==> src/rtl/wds_pkg.sv <==
package wds_pkg;

    parameter int DEF_SAMPLE_W = 16;
    parameter int DEF_WIN_LEN  = 32;
    parameter int DEF_MAX_TAPS = 256;

    // Bits needed to hold the sum of `terms` squares of `sw`-bit signed values
    function automatic int energy_width(input int sw, input int terms);
        return 2 * sw + $clog2(terms + 1);
    endfunction

    // Qualifiers of one incoming beat
    typedef struct packed {
        logic take;   // sample accepted this cycle
        logic fin;    // accepted sample is the final tap
        logic full;   // window already spans WIN_LEN samples
    } beat_t;

endpackage

==> src/rtl/wds_delay_line.sv <==
module wds_delay_line #(
    parameter int SW    = 16,
    parameter int DEPTH = 32
) (
    input  logic                 clk,
    input  logic                 rst,
    input  logic                 clear,
    input  logic                 shift,
    input  logic signed [SW-1:0] din,
    output logic signed [SW-1:0] dout
);

    logic signed [SW-1:0] stage [DEPTH];

    for (genvar g = 0; g < DEPTH; g++) begin : g_stage
        always_ff @(posedge clk) begin
            if (rst || clear) begin
                stage[g] <= '0;
            end else if (shift) begin
                if (g == 0) stage[g] <= din;
                else        stage[g] <= stage[g-1];
            end
        end
    end

    assign dout = stage[DEPTH-1];

    AST_LINE_CLEARED: assert property (@(posedge clk) disable iff (rst)
        clear |=> (dout == '0));

endmodule

==> src/rtl/wds_energy_acc.sv <==
module wds_energy_acc #(
    parameter int SW       = 16,
    parameter int WIN_LEN  = 32,
    parameter int MAX_TAPS = 256,
    localparam int WIN_W   = 2 * SW + $clog2(WIN_LEN + 1),
    localparam int TOT_W   = 2 * SW + $clog2(MAX_TAPS + 1)
) (
    input  logic                 clk,
    input  logic                 rst,
    input  logic                 clear,
    input  logic                 add,
    input  logic signed [SW-1:0] new_sample,
    input  logic signed [SW-1:0] old_sample,
    output logic [WIN_W-1:0]     next_win,
    output logic [WIN_W-1:0]     win_sum,
    output logic [TOT_W-1:0]     total
);

    localparam int SQ_W = 2 * SW;

    function automatic logic [SQ_W-1:0] square(input logic signed [SW-1:0] x);
        logic [SQ_W-1:0] ext;
        ext = {{SW{x[SW-1]}}, x};
        return ext * ext;
    endfunction

    logic [SQ_W-1:0] sq_new;
    logic [SQ_W-1:0] sq_old;

    always_comb begin
        sq_new   = square(new_sample);
        sq_old   = square(old_sample);
        next_win = win_sum + WIN_W'(sq_new) - WIN_W'(sq_old);
    end

    always_ff @(posedge clk) begin
        if (rst || clear) begin
            win_sum <= '0;
            total   <= '0;
        end else if (add) begin
            win_sum <= next_win;
            total   <= total + TOT_W'(sq_new);
        end
    end

    AST_WIN_BOUND: assert property (@(posedge clk) disable iff (rst)
        TOT_W'(win_sum) <= total);

endmodule

==> src/rtl/wds_peak_track.sv <==
module wds_peak_track #(
    parameter int DLY_W = 8,
    parameter int E_W   = 38
) (
    input  logic             clk,
    input  logic             rst,
    input  logic             clear,
    input  logic             cand_valid,
    input  logic [DLY_W-1:0] cand_delay,
    input  logic [E_W-1:0]   cand_energy,
    output logic [DLY_W-1:0] best_delay,
    output logic [E_W-1:0]   best_energy
);

    logic have_best;
    logic take;

    // strict compare keeps the earlier start on a tie
    assign take = cand_valid && (!have_best || (cand_energy > best_energy));

    always_ff @(posedge clk) begin
        if (rst || clear) begin
            have_best   <= 1'b0;
            best_delay  <= '0;
            best_energy <= '0;
        end else if (take) begin
            have_best   <= 1'b1;
            best_delay  <= cand_delay;
            best_energy <= cand_energy;
        end
    end

    AST_BEST_MONOTONIC: assert property (@(posedge clk) disable iff (rst)
        !clear |=> (best_energy >= $past(best_energy)));

endmodule

==> src/rtl/win_delay_search.sv <==
module win_delay_search
    import wds_pkg::*;
#(
    parameter int SAMPLE_W  = DEF_SAMPLE_W,
    parameter int WIN_LEN   = DEF_WIN_LEN,
    parameter int MAX_TAPS  = DEF_MAX_TAPS,
    localparam int WIN_W    = energy_width(SAMPLE_W, WIN_LEN),
    localparam int TOT_W    = energy_width(SAMPLE_W, MAX_TAPS),
    localparam int CNT_W    = $clog2(MAX_TAPS + 1),
    localparam int DLY_W    = $clog2(MAX_TAPS)
) (
    input  logic                       clk,
    input  logic                       rst,
    input  logic                       start,
    input  logic                       sample_valid,
    input  logic signed [SAMPLE_W-1:0] sample_data,
    input  logic                       sample_last,
    output logic                       done,
    output logic [DLY_W-1:0]           best_delay,
    output logic [TOT_W-1:0]           win_energy,
    output logic [TOT_W-1:0]           total_energy
);

    beat_t                       beat;
    logic [CNT_W-1:0]            tap_cnt;
    logic signed [SAMPLE_W-1:0]  leaving;
    logic [WIN_W-1:0]            next_win;
    logic [WIN_W-1:0]            win_sum;
    logic [WIN_W-1:0]            best_energy;
    logic                        cand_valid;
    logic [DLY_W-1:0]            cand_delay;

    always_comb begin
        beat.take  = sample_valid && !start;
        beat.fin   = beat.take && sample_last;
        beat.full  = (tap_cnt >= CNT_W'(WIN_LEN - 1));
        cand_valid = beat.take && (beat.full || beat.fin);
        cand_delay = beat.full ? DLY_W'(tap_cnt - CNT_W'(WIN_LEN - 1)) : '0;
    end

    always_ff @(posedge clk) begin
        if (rst || start) begin
            tap_cnt <= '0;
        end else if (beat.take) begin
            tap_cnt <= tap_cnt + 1'b1;
        end
    end

    always_ff @(posedge clk) begin
        if (rst) done <= 1'b0;
        else     done <= beat.fin;
    end

    wds_delay_line #(
        .SW    (SAMPLE_W),
        .DEPTH (WIN_LEN)
    ) i_line (
        .clk   (clk),
        .rst   (rst),
        .clear (start),
        .shift (beat.take),
        .din   (sample_data),
        .dout  (leaving)
    );

    wds_energy_acc #(
        .SW       (SAMPLE_W),
        .WIN_LEN  (WIN_LEN),
        .MAX_TAPS (MAX_TAPS)
    ) i_acc (
        .clk        (clk),
        .rst        (rst),
        .clear      (start),
        .add        (beat.take),
        .new_sample (sample_data),
        .old_sample (leaving),
        .next_win   (next_win),
        .win_sum    (win_sum),
        .total      (total_energy)
    );

    wds_peak_track #(
        .DLY_W (DLY_W),
        .E_W   (WIN_W)
    ) i_peak (
        .clk         (clk),
        .rst         (rst),
        .clear       (start),
        .cand_valid  (cand_valid),
        .cand_delay  (cand_delay),
        .cand_energy (next_win),
        .best_delay  (best_delay),
        .best_energy (best_energy)
    );

    assign win_energy = TOT_W'(best_energy);

    AST_WIN_LE_TOTAL: assert property (@(posedge clk) disable iff (rst)
        done |-> (win_energy <= total_energy));

    AST_DELAY_RANGE: assert property (@(posedge clk) disable iff (rst)
        (done && tap_cnt >= CNT_W'(WIN_LEN))
            |-> (CNT_W'(best_delay) <= tap_cnt - CNT_W'(WIN_LEN)));

    AST_SHORT_RESP: assert property (@(posedge clk) disable iff (rst)
        (done && tap_cnt < CNT_W'(WIN_LEN))
            |-> (best_delay == '0 && win_energy == total_energy));

    AST_IDLE_HOLD: assert property (@(posedge clk) disable iff (rst)
        (!sample_valid && !start)
            |=> ($stable(best_delay) && $stable(win_energy) && $stable(total_energy)));

    AST_NO_OVERFLOW: assert property (@(posedge clk) disable iff (rst)
        tap_cnt <= CNT_W'(MAX_TAPS));

    AST_DONE_PULSE: assert property (@(posedge clk) disable iff (rst)
        done |=> !done);

endmodule

==> config.mk <==
export PLATFORM = sky130hd
export DESIGN_NAME = win_delay_search
export DESIGN_NICKNAME = d
export VERILOG_FILES = /design/src/rtl/wds_pkg.sv /design/src/rtl/wds_delay_line.sv /design/src/rtl/wds_energy_acc.sv /design/src/rtl/wds_peak_track.sv /design/src/rtl/win_delay_search.sv
export SDC_FILE = /design/constraint.sdc
export NUM_CORES = 2
export LEC_CHECK = 0
export BUFFER_PORTS_ARGS = -buffer_cell sky130_fd_sc_hd__buf_2
export CORE_AREA = 8 8 302 304
export CTS_CLUSTER_SIZE = 24
export DETAILED_ROUTE_END_ITERATION = 8
export DIE_AREA = 0 0 310 312
export GPL_TIMING_DRIVEN = 0
export PLACE_DENSITY = 0.7
export SLEW_MARGIN = 20
export SYNTH_ARGS = -nofsm -noshare
export SYNTH_HDL_FRONTEND = slang
export SYNTH_SLANG_ARGS = --single-unit
==> constraint.sdc <==
create_clock -name clk -period 48.1 [get_ports clk]
set_clock_uncertainty 0.15 [all_clocks]
set_input_delay 7.215 -clock clk [delete_from_list [all_inputs] [get_ports clk]]
set_output_delay 7.215 -clock clk [all_outputs]
set_load 0.02 [all_outputs]
After elaboration in Yosys (flattened, before gate mapping)

Memory sizes are Yosys's and may differ from the RTL's.
Index checks and enable logic that the tools add are counted.

Bitwise gates (word level): 32
$mul: 2
Order comparisons: 2
Add/sub/neg operators: 5
Reduce and logical (&&, ||, !) cells: 9
Mux-type cells: 38

Operator list:

| kind                                                                                | number |
|---|---|
| 16-bit two-way mux                                                                  | 32 |
| 16-bit by 16-bit multiplier with 32-bit output                                      | 2 |
| 41-bit by 32-bit adder with 41-bit output                                           | 1 |
| 38-bit by 32-bit adder with 38-bit output                                           | 1 |
| 38-bit greater-than comparator                                                      | 1 |
| 38-bit by 32-bit subtractor with 38-bit output                                      | 1 |
| 1-bit bitwise OR                                                                    | 32 |
| 9-bit by 1-bit adder with 9-bit output, second input constant                       | 1 |
| 9-bit by 5-bit greater-or-equal comparator with 1-bit output, second input constant | 1 |
| 8-bit two-way mux                                                                   | 1 |
| 8-bit by 5-bit subtractor with 8-bit output, second input constant                  | 1 |
| 1-bit two-way mux                                                                   | 5 |
| 1-bit logical AND                                                                   | 4 |
| 1-bit logical OR                                                                    | 3 |
| 1-bit zero test                                                                     | 2 |

Output and inout bits: 91
Logic and storage cells: 96
Flip-flop bits (word level): 136
Input bits: 21
Bits in writable memories: 512
Memories kept: 1

Memory list:

| memory       | words | bits a word | rd ports | clocked after Yosys merged registers in | wr ports | line                 | RTL |
|---|---|---|---|---|---|---|---|
| i_line.stage | 32    | 16          | 32       | 0                                       | 32       | wds_delay_line.sv:13 | `logic signed [SW-1:0] stage [DEPTH];` |

Longest topological paths before layout

Depth in word-level cells: 6
Depth in mapped cells: 52
Depth with buffers taken out: 50

Hierarchy

A second synthesis with hierarchy kept.

Cells, all modules: 4541
Area total of the unflattened synthesis: 52021.1 µm²

By module, submodules not included:

| module           | cells an instance | instances | sequential area each (µm²) | area each (µm²) |
|---|---|---|---|---|
| wds_energy_acc   | 2898              | 1         | 1581.5                     | 25517.0 |
| wds_delay_line   | 1212              | 1         | 15374.7                    | 22803.1 |
| wds_peak_track   | 345               | 1         | 940.9                      | 2979.1 |
| win_delay_search | 86                | 1         | 200.2                      | 721.9 |

Least setup slack after synthesis

OpenSTA, ideal clock, no wires.

Kind: input to register
Start: in sample_valid
End: reg i_acc.win_sum[24]
Arrival: 21985 ps
Slack: 25222 ps
Stages: 5
Data required time: 47208 ps
Buffers on the path: 2
Library setup time: 742 ps
Path through: clkbuf_1 nor2_1 inv_1 clkbuf_1 o21ai_0

Longest elaborated chain between the ends: 1

Ends and longest elaborated chain:

| item                 | line                   | RTL |
|---|---|---|
| from (decl)          | win_delay_search.sv:15 | `input logic sample_valid,` |
| 1-bit logical AND    | win_delay_search.sv:34 | `beat.take = sample_valid && !start;` |
| to (signal assigned) | wds_energy_acc.sv:41   | `win_sum <= next_win;` |
| to (decl)            | wds_energy_acc.sv:15   | `output logic [WIN_W-1:0] win_sum,` |

Every way passes these cells.
A chain may end at the register's enable or synchronous reset.

Worst setup path after layout

Start: in sample_data[4]
End: reg i_peak.best_energy[36]

Longest elaborated chain between the ends: 6

Ends and longest elaborated chain:

| item                                           | line                   | RTL |
|---|---|---|
| from (decl)                                    | win_delay_search.sv:16 | `input logic signed [SAMPLE_W-1:0] sample_data,` |
| 16-bit by 16-bit multiplier with 32-bit output | wds_energy_acc.sv:24   | `return ext * ext;` |
| 38-bit by 32-bit adder with 38-bit output      | wds_energy_acc.sv:33   | `next_win = win_sum + WIN_W'(sq_new) - WIN_W'(sq_old);` |
| 38-bit by 32-bit subtractor with 38-bit output | wds_energy_acc.sv:33   |  |
| net i_acc.next_win[37]                         | wds_energy_acc.sv:14   | `output logic [WIN_W-1:0] next_win,` |
| 38-bit greater-than comparator                 | wds_peak_track.sv:19   | `assign take = cand_valid && (!have_best \|\| (cand_energy > best_energy));` |
| 1-bit logical OR                               | wds_peak_track.sv:19   |  |
| 1-bit logical AND                              | wds_peak_track.sv:19   |  |
| to (signal assigned)                           | wds_peak_track.sv:29   | `best_energy <= cand_energy;` |
| to (decl)                                      | wds_peak_track.sv:12   | `output logic [E_W-1:0] best_energy` |

The timed path passes the listed nets, and every way through them passes these cells.

==> summary.md <==
| Metric | Value |
|---|---|
| Synth Warn # | 0 |
| Most frequent cell after synthesis | inv_1 |
| Worst Max-Slew Pin Slew | about 1.1 ns |
| Clk buf depth | 3 |
| WP data arrival | 19.08 ns |
| Final #Nets | between 5,000 and 6,000 |
| Vias per Instance | roughly 5 |
| Critical path's top delay family | adder cells |
| CP max stage delay | between 0.5 and 0.6 ns |
| Synth top area share | 33.3% |
| H-tree levels | 3 |
| Worst setup endpoint | i_peak.best_energy[36] |
| Drt initial violations | 1,902 |
| Largest net degree at the start of global routing | 58 |
| Number of synthesized flops with an enable pin | around 500 |
| Root buffer cell | clkbuf_16 |
| Reg2reg start | i_line.stage[1][241] |
| CORE AREA | between 0.08 and 0.09 mm^2 |
| CP Depth | 46 |
| Initial Util | between 50% and 60% |
| Setup TNS | 0 ns |
| FF-to-FF setup slack | 36.03 ns |
| Post-Syn Area | approximately 0.046 mm^2 |
| Final min period | 18.68 ns |
| Critical setup path kind | primary input to flop |
| Num CTS Buffers | between 70 and 80 |
| Syn Inst Count | roughly 4,200 |
| End-of-flow core utilization | 58.9% |
| CP dominant cell by count | fa_1 |
| Slowest cell on crit path | nor2_1 |
| MaxCap Viol Count | 0 |
| Syn_area_per_cell | 10.9 um^2 |
| Worst Setup SP | sample_data[4] |
| Crit-path max FO | 10 |
| RePlAce Congestion | ~0.9 |
| Outcome | finished clean |
| Sink Count | about 650 |
| HPWL Detailed | roughly 77 mm |
| Max-slew headroom | between 20% and 30% |
| Hold buffers post-CTS | 0 |
| Initial antenna violation count | 2 |
| Req. time, crit path | 48.51 ns |
| Resize count post-CTS | 0 |
| Fmax | 53.5 MHz |
| Io pins | 112 |
| GRT overflow | 0 |
| Design area | 0.0507 mm^2 |
| Post-CTS Setup Repair Bufs | 0 |
| Area growth syn-to-layout | 9.82% |
| Ranking of synthesized cells by area | edfxtp_1 33%, fa_1 22%, and2_1 8.1%, ha_1 7.6%, inv_1 6.5% |
| Top cell type by total area after synthesis | edfxtp_1 |
| Ys async rst share | 0% |
| Seq cells post-synth | 648 |
| R2r endpoint | i_peak.best_energy[36] |
| Routed wire length | 96.5 mm |
| Drt wl/cell | roughly 17 um |
| Post-synth top cells | 798 x inv_1, 599 x and2_1, 512 x edfxtp_1, 502 x fa_1, 307 x nand2_1 |
| DIE HEIGHT | between 300 and 400 um |
| Routed via count | about 29,000 |
| # rows | between 100 and 150 |
| Final worst-path cycle share | about two fifths |
| Distinct cells, synth | 74 |
| RSZ-0062 raised after global routing | no |
| Post-DRT Antenna Nets | 0 |
| Endpoints failing hold | 0 |
| CTS tree | done |
| Number of global-route vias before repair | just under 30,000 |
| DRT Pass-1 Iters | 5 |
| Seq/Total Area, Yosys | 39.2% |
| Worst-Skew Late Latency | approximately 0.63 ns |
| Worst reg2reg path depth | 41 |
| Hold Crit Class | flop to flop |
| Post-DP Area | 0.0484 mm^2 |
| Share of layout cells above drive strength 1 | between 5 and 6% |
| GRT Util Overall | 20.3% |
| Die Width | 310 um |
| Global-route wire length before repair | between 150 and 200 mm |
| Final setup vio count | 0 |
| # DRC | 0 |
| Die footprint | ~0.097 mm^2 |
| Startpoint types | primary input |
| Synth Flop Type | edfxtp_1 |
| PortBufs | 107 |
| Reg clk slew, reported paths | approximately 0.060 ns |
| Fin. max-slew vios | 0 |
| CP Capture Type | flop |
| Worst path bufs/invs | 9 |
-- cell families after synthesis --
| kind of cell | share of synthesized area [%] |
|---|---|
| buffers and inverters | 7.69 |
| other | 0.00812 |
| adder cells (fa/ha/maj) | 29.4 |
| multiplexers | 0.0867 |
| AND/OR/NAND/NOR | 13.8 |
| XOR/XNOR | 3.05 |
| flip-flops | 39.2 |
| AO/OA/AOI/OAI | 6.79 |
-- layout make-up --
| class | count | area (um^2) |
|---|---|---|
| clock buffer | 92 | 1910 |
| fill | 7255 | 35500 |
| sequential | 648 | 18100 |
| timing repair buffer | 117 | 788 |
| tap | 1155 | 1450 |
| inverter | 799 | 3000 |
| multi-input combinational | 2652 | 24600 |
| antenna | 1 | 2.50 |
| clock inverter | 35 | 380 |
| buffer | 144 | 559 |
-- per-stage QoR --
step                      setup slack [ns]  std cells  hold slack, ns
final                                29.42       5643           0.320
after global routing                 28.56       5642           0.343
after CTS                            29.41       5642           0.322
after detailed placement             28.80       5515           0.296
after global placement               18.75       5505           0.291
after floorplan                      25.22       4243           0.298
-- how the worst min path moves through the flow --
stage | depth (start not counted) | slack [ns] | end | startpoint
finish | 2 | 0.32 | i_peak.best_energy[25] | i_peak.best_energy[25]
global route | 2 | 0.34 | i_peak.best_delay[5] | i_peak.best_delay[5]
CTS | 2 | 0.32 | i_peak.best_energy[30] | i_peak.best_energy[30]
detailed placement | 2 | 0.30 | i_peak.best_delay[5] | i_peak.best_delay[5]
global placement | 2 | 0.29 | i_peak.best_delay[5] | i_peak.best_delay[5]
floorplan | 2 | 0.30 | i_peak.have_best | i_peak.have_best
-- registers in the layout (all words and copies together), names as in the netlist --
signal,count
done,1
i_acc.total,41
i_acc.win_sum,38
i_line.stage,512
i_peak.best_delay,8
i_peak.best_energy,38
i_peak.have_best,1
tap_cnt,9
-- worst reg2reg max path: cells and delay by family (launching register included) --
family	cells	cell delay [ns]
AO/OA/AOI/OAI	17	3.48
buffers and inverters	5	1.15
adder cells (fa/ha/maj)	10	4.40
AND/OR/NAND/NOR	6	1.80
flip-flops	1	0.41
XOR/XNOR	3	0.61
-- placed cells by master, fill, tap and decap left out, types with 45 or more instances in the layout --
master	n
clkbuf_16	73
dfxtp_1	136
inv_1	798
xnor2_1	116
a21o_1	68
and2_1	599
fa_1	502
a21oi_1	148
edfxtp_1	512
xor2_1	45
buf_2	109
nor2_1	133
o21ai_0	128
clkbuf_1	146
ha_1	281
nand2_1	307
-- per-layer routing --
| metal | track usage (%) | share of wire, % | routed length [um] |
|---|---|---|---|
| met5 | 0 | 0.013 | 13 |
| met4 | 5.70 | 2.8 | 2690 |
| met3 | 5.05 | 7.8 | 7560 |
| met2 | 33.0 | 47 | 45200 |
| met1 | 27.2 | 43 | 41100 |
Power is not shown: default switching activity piles up to over one toggle a cycle in this logic, so the estimate is an artifact.
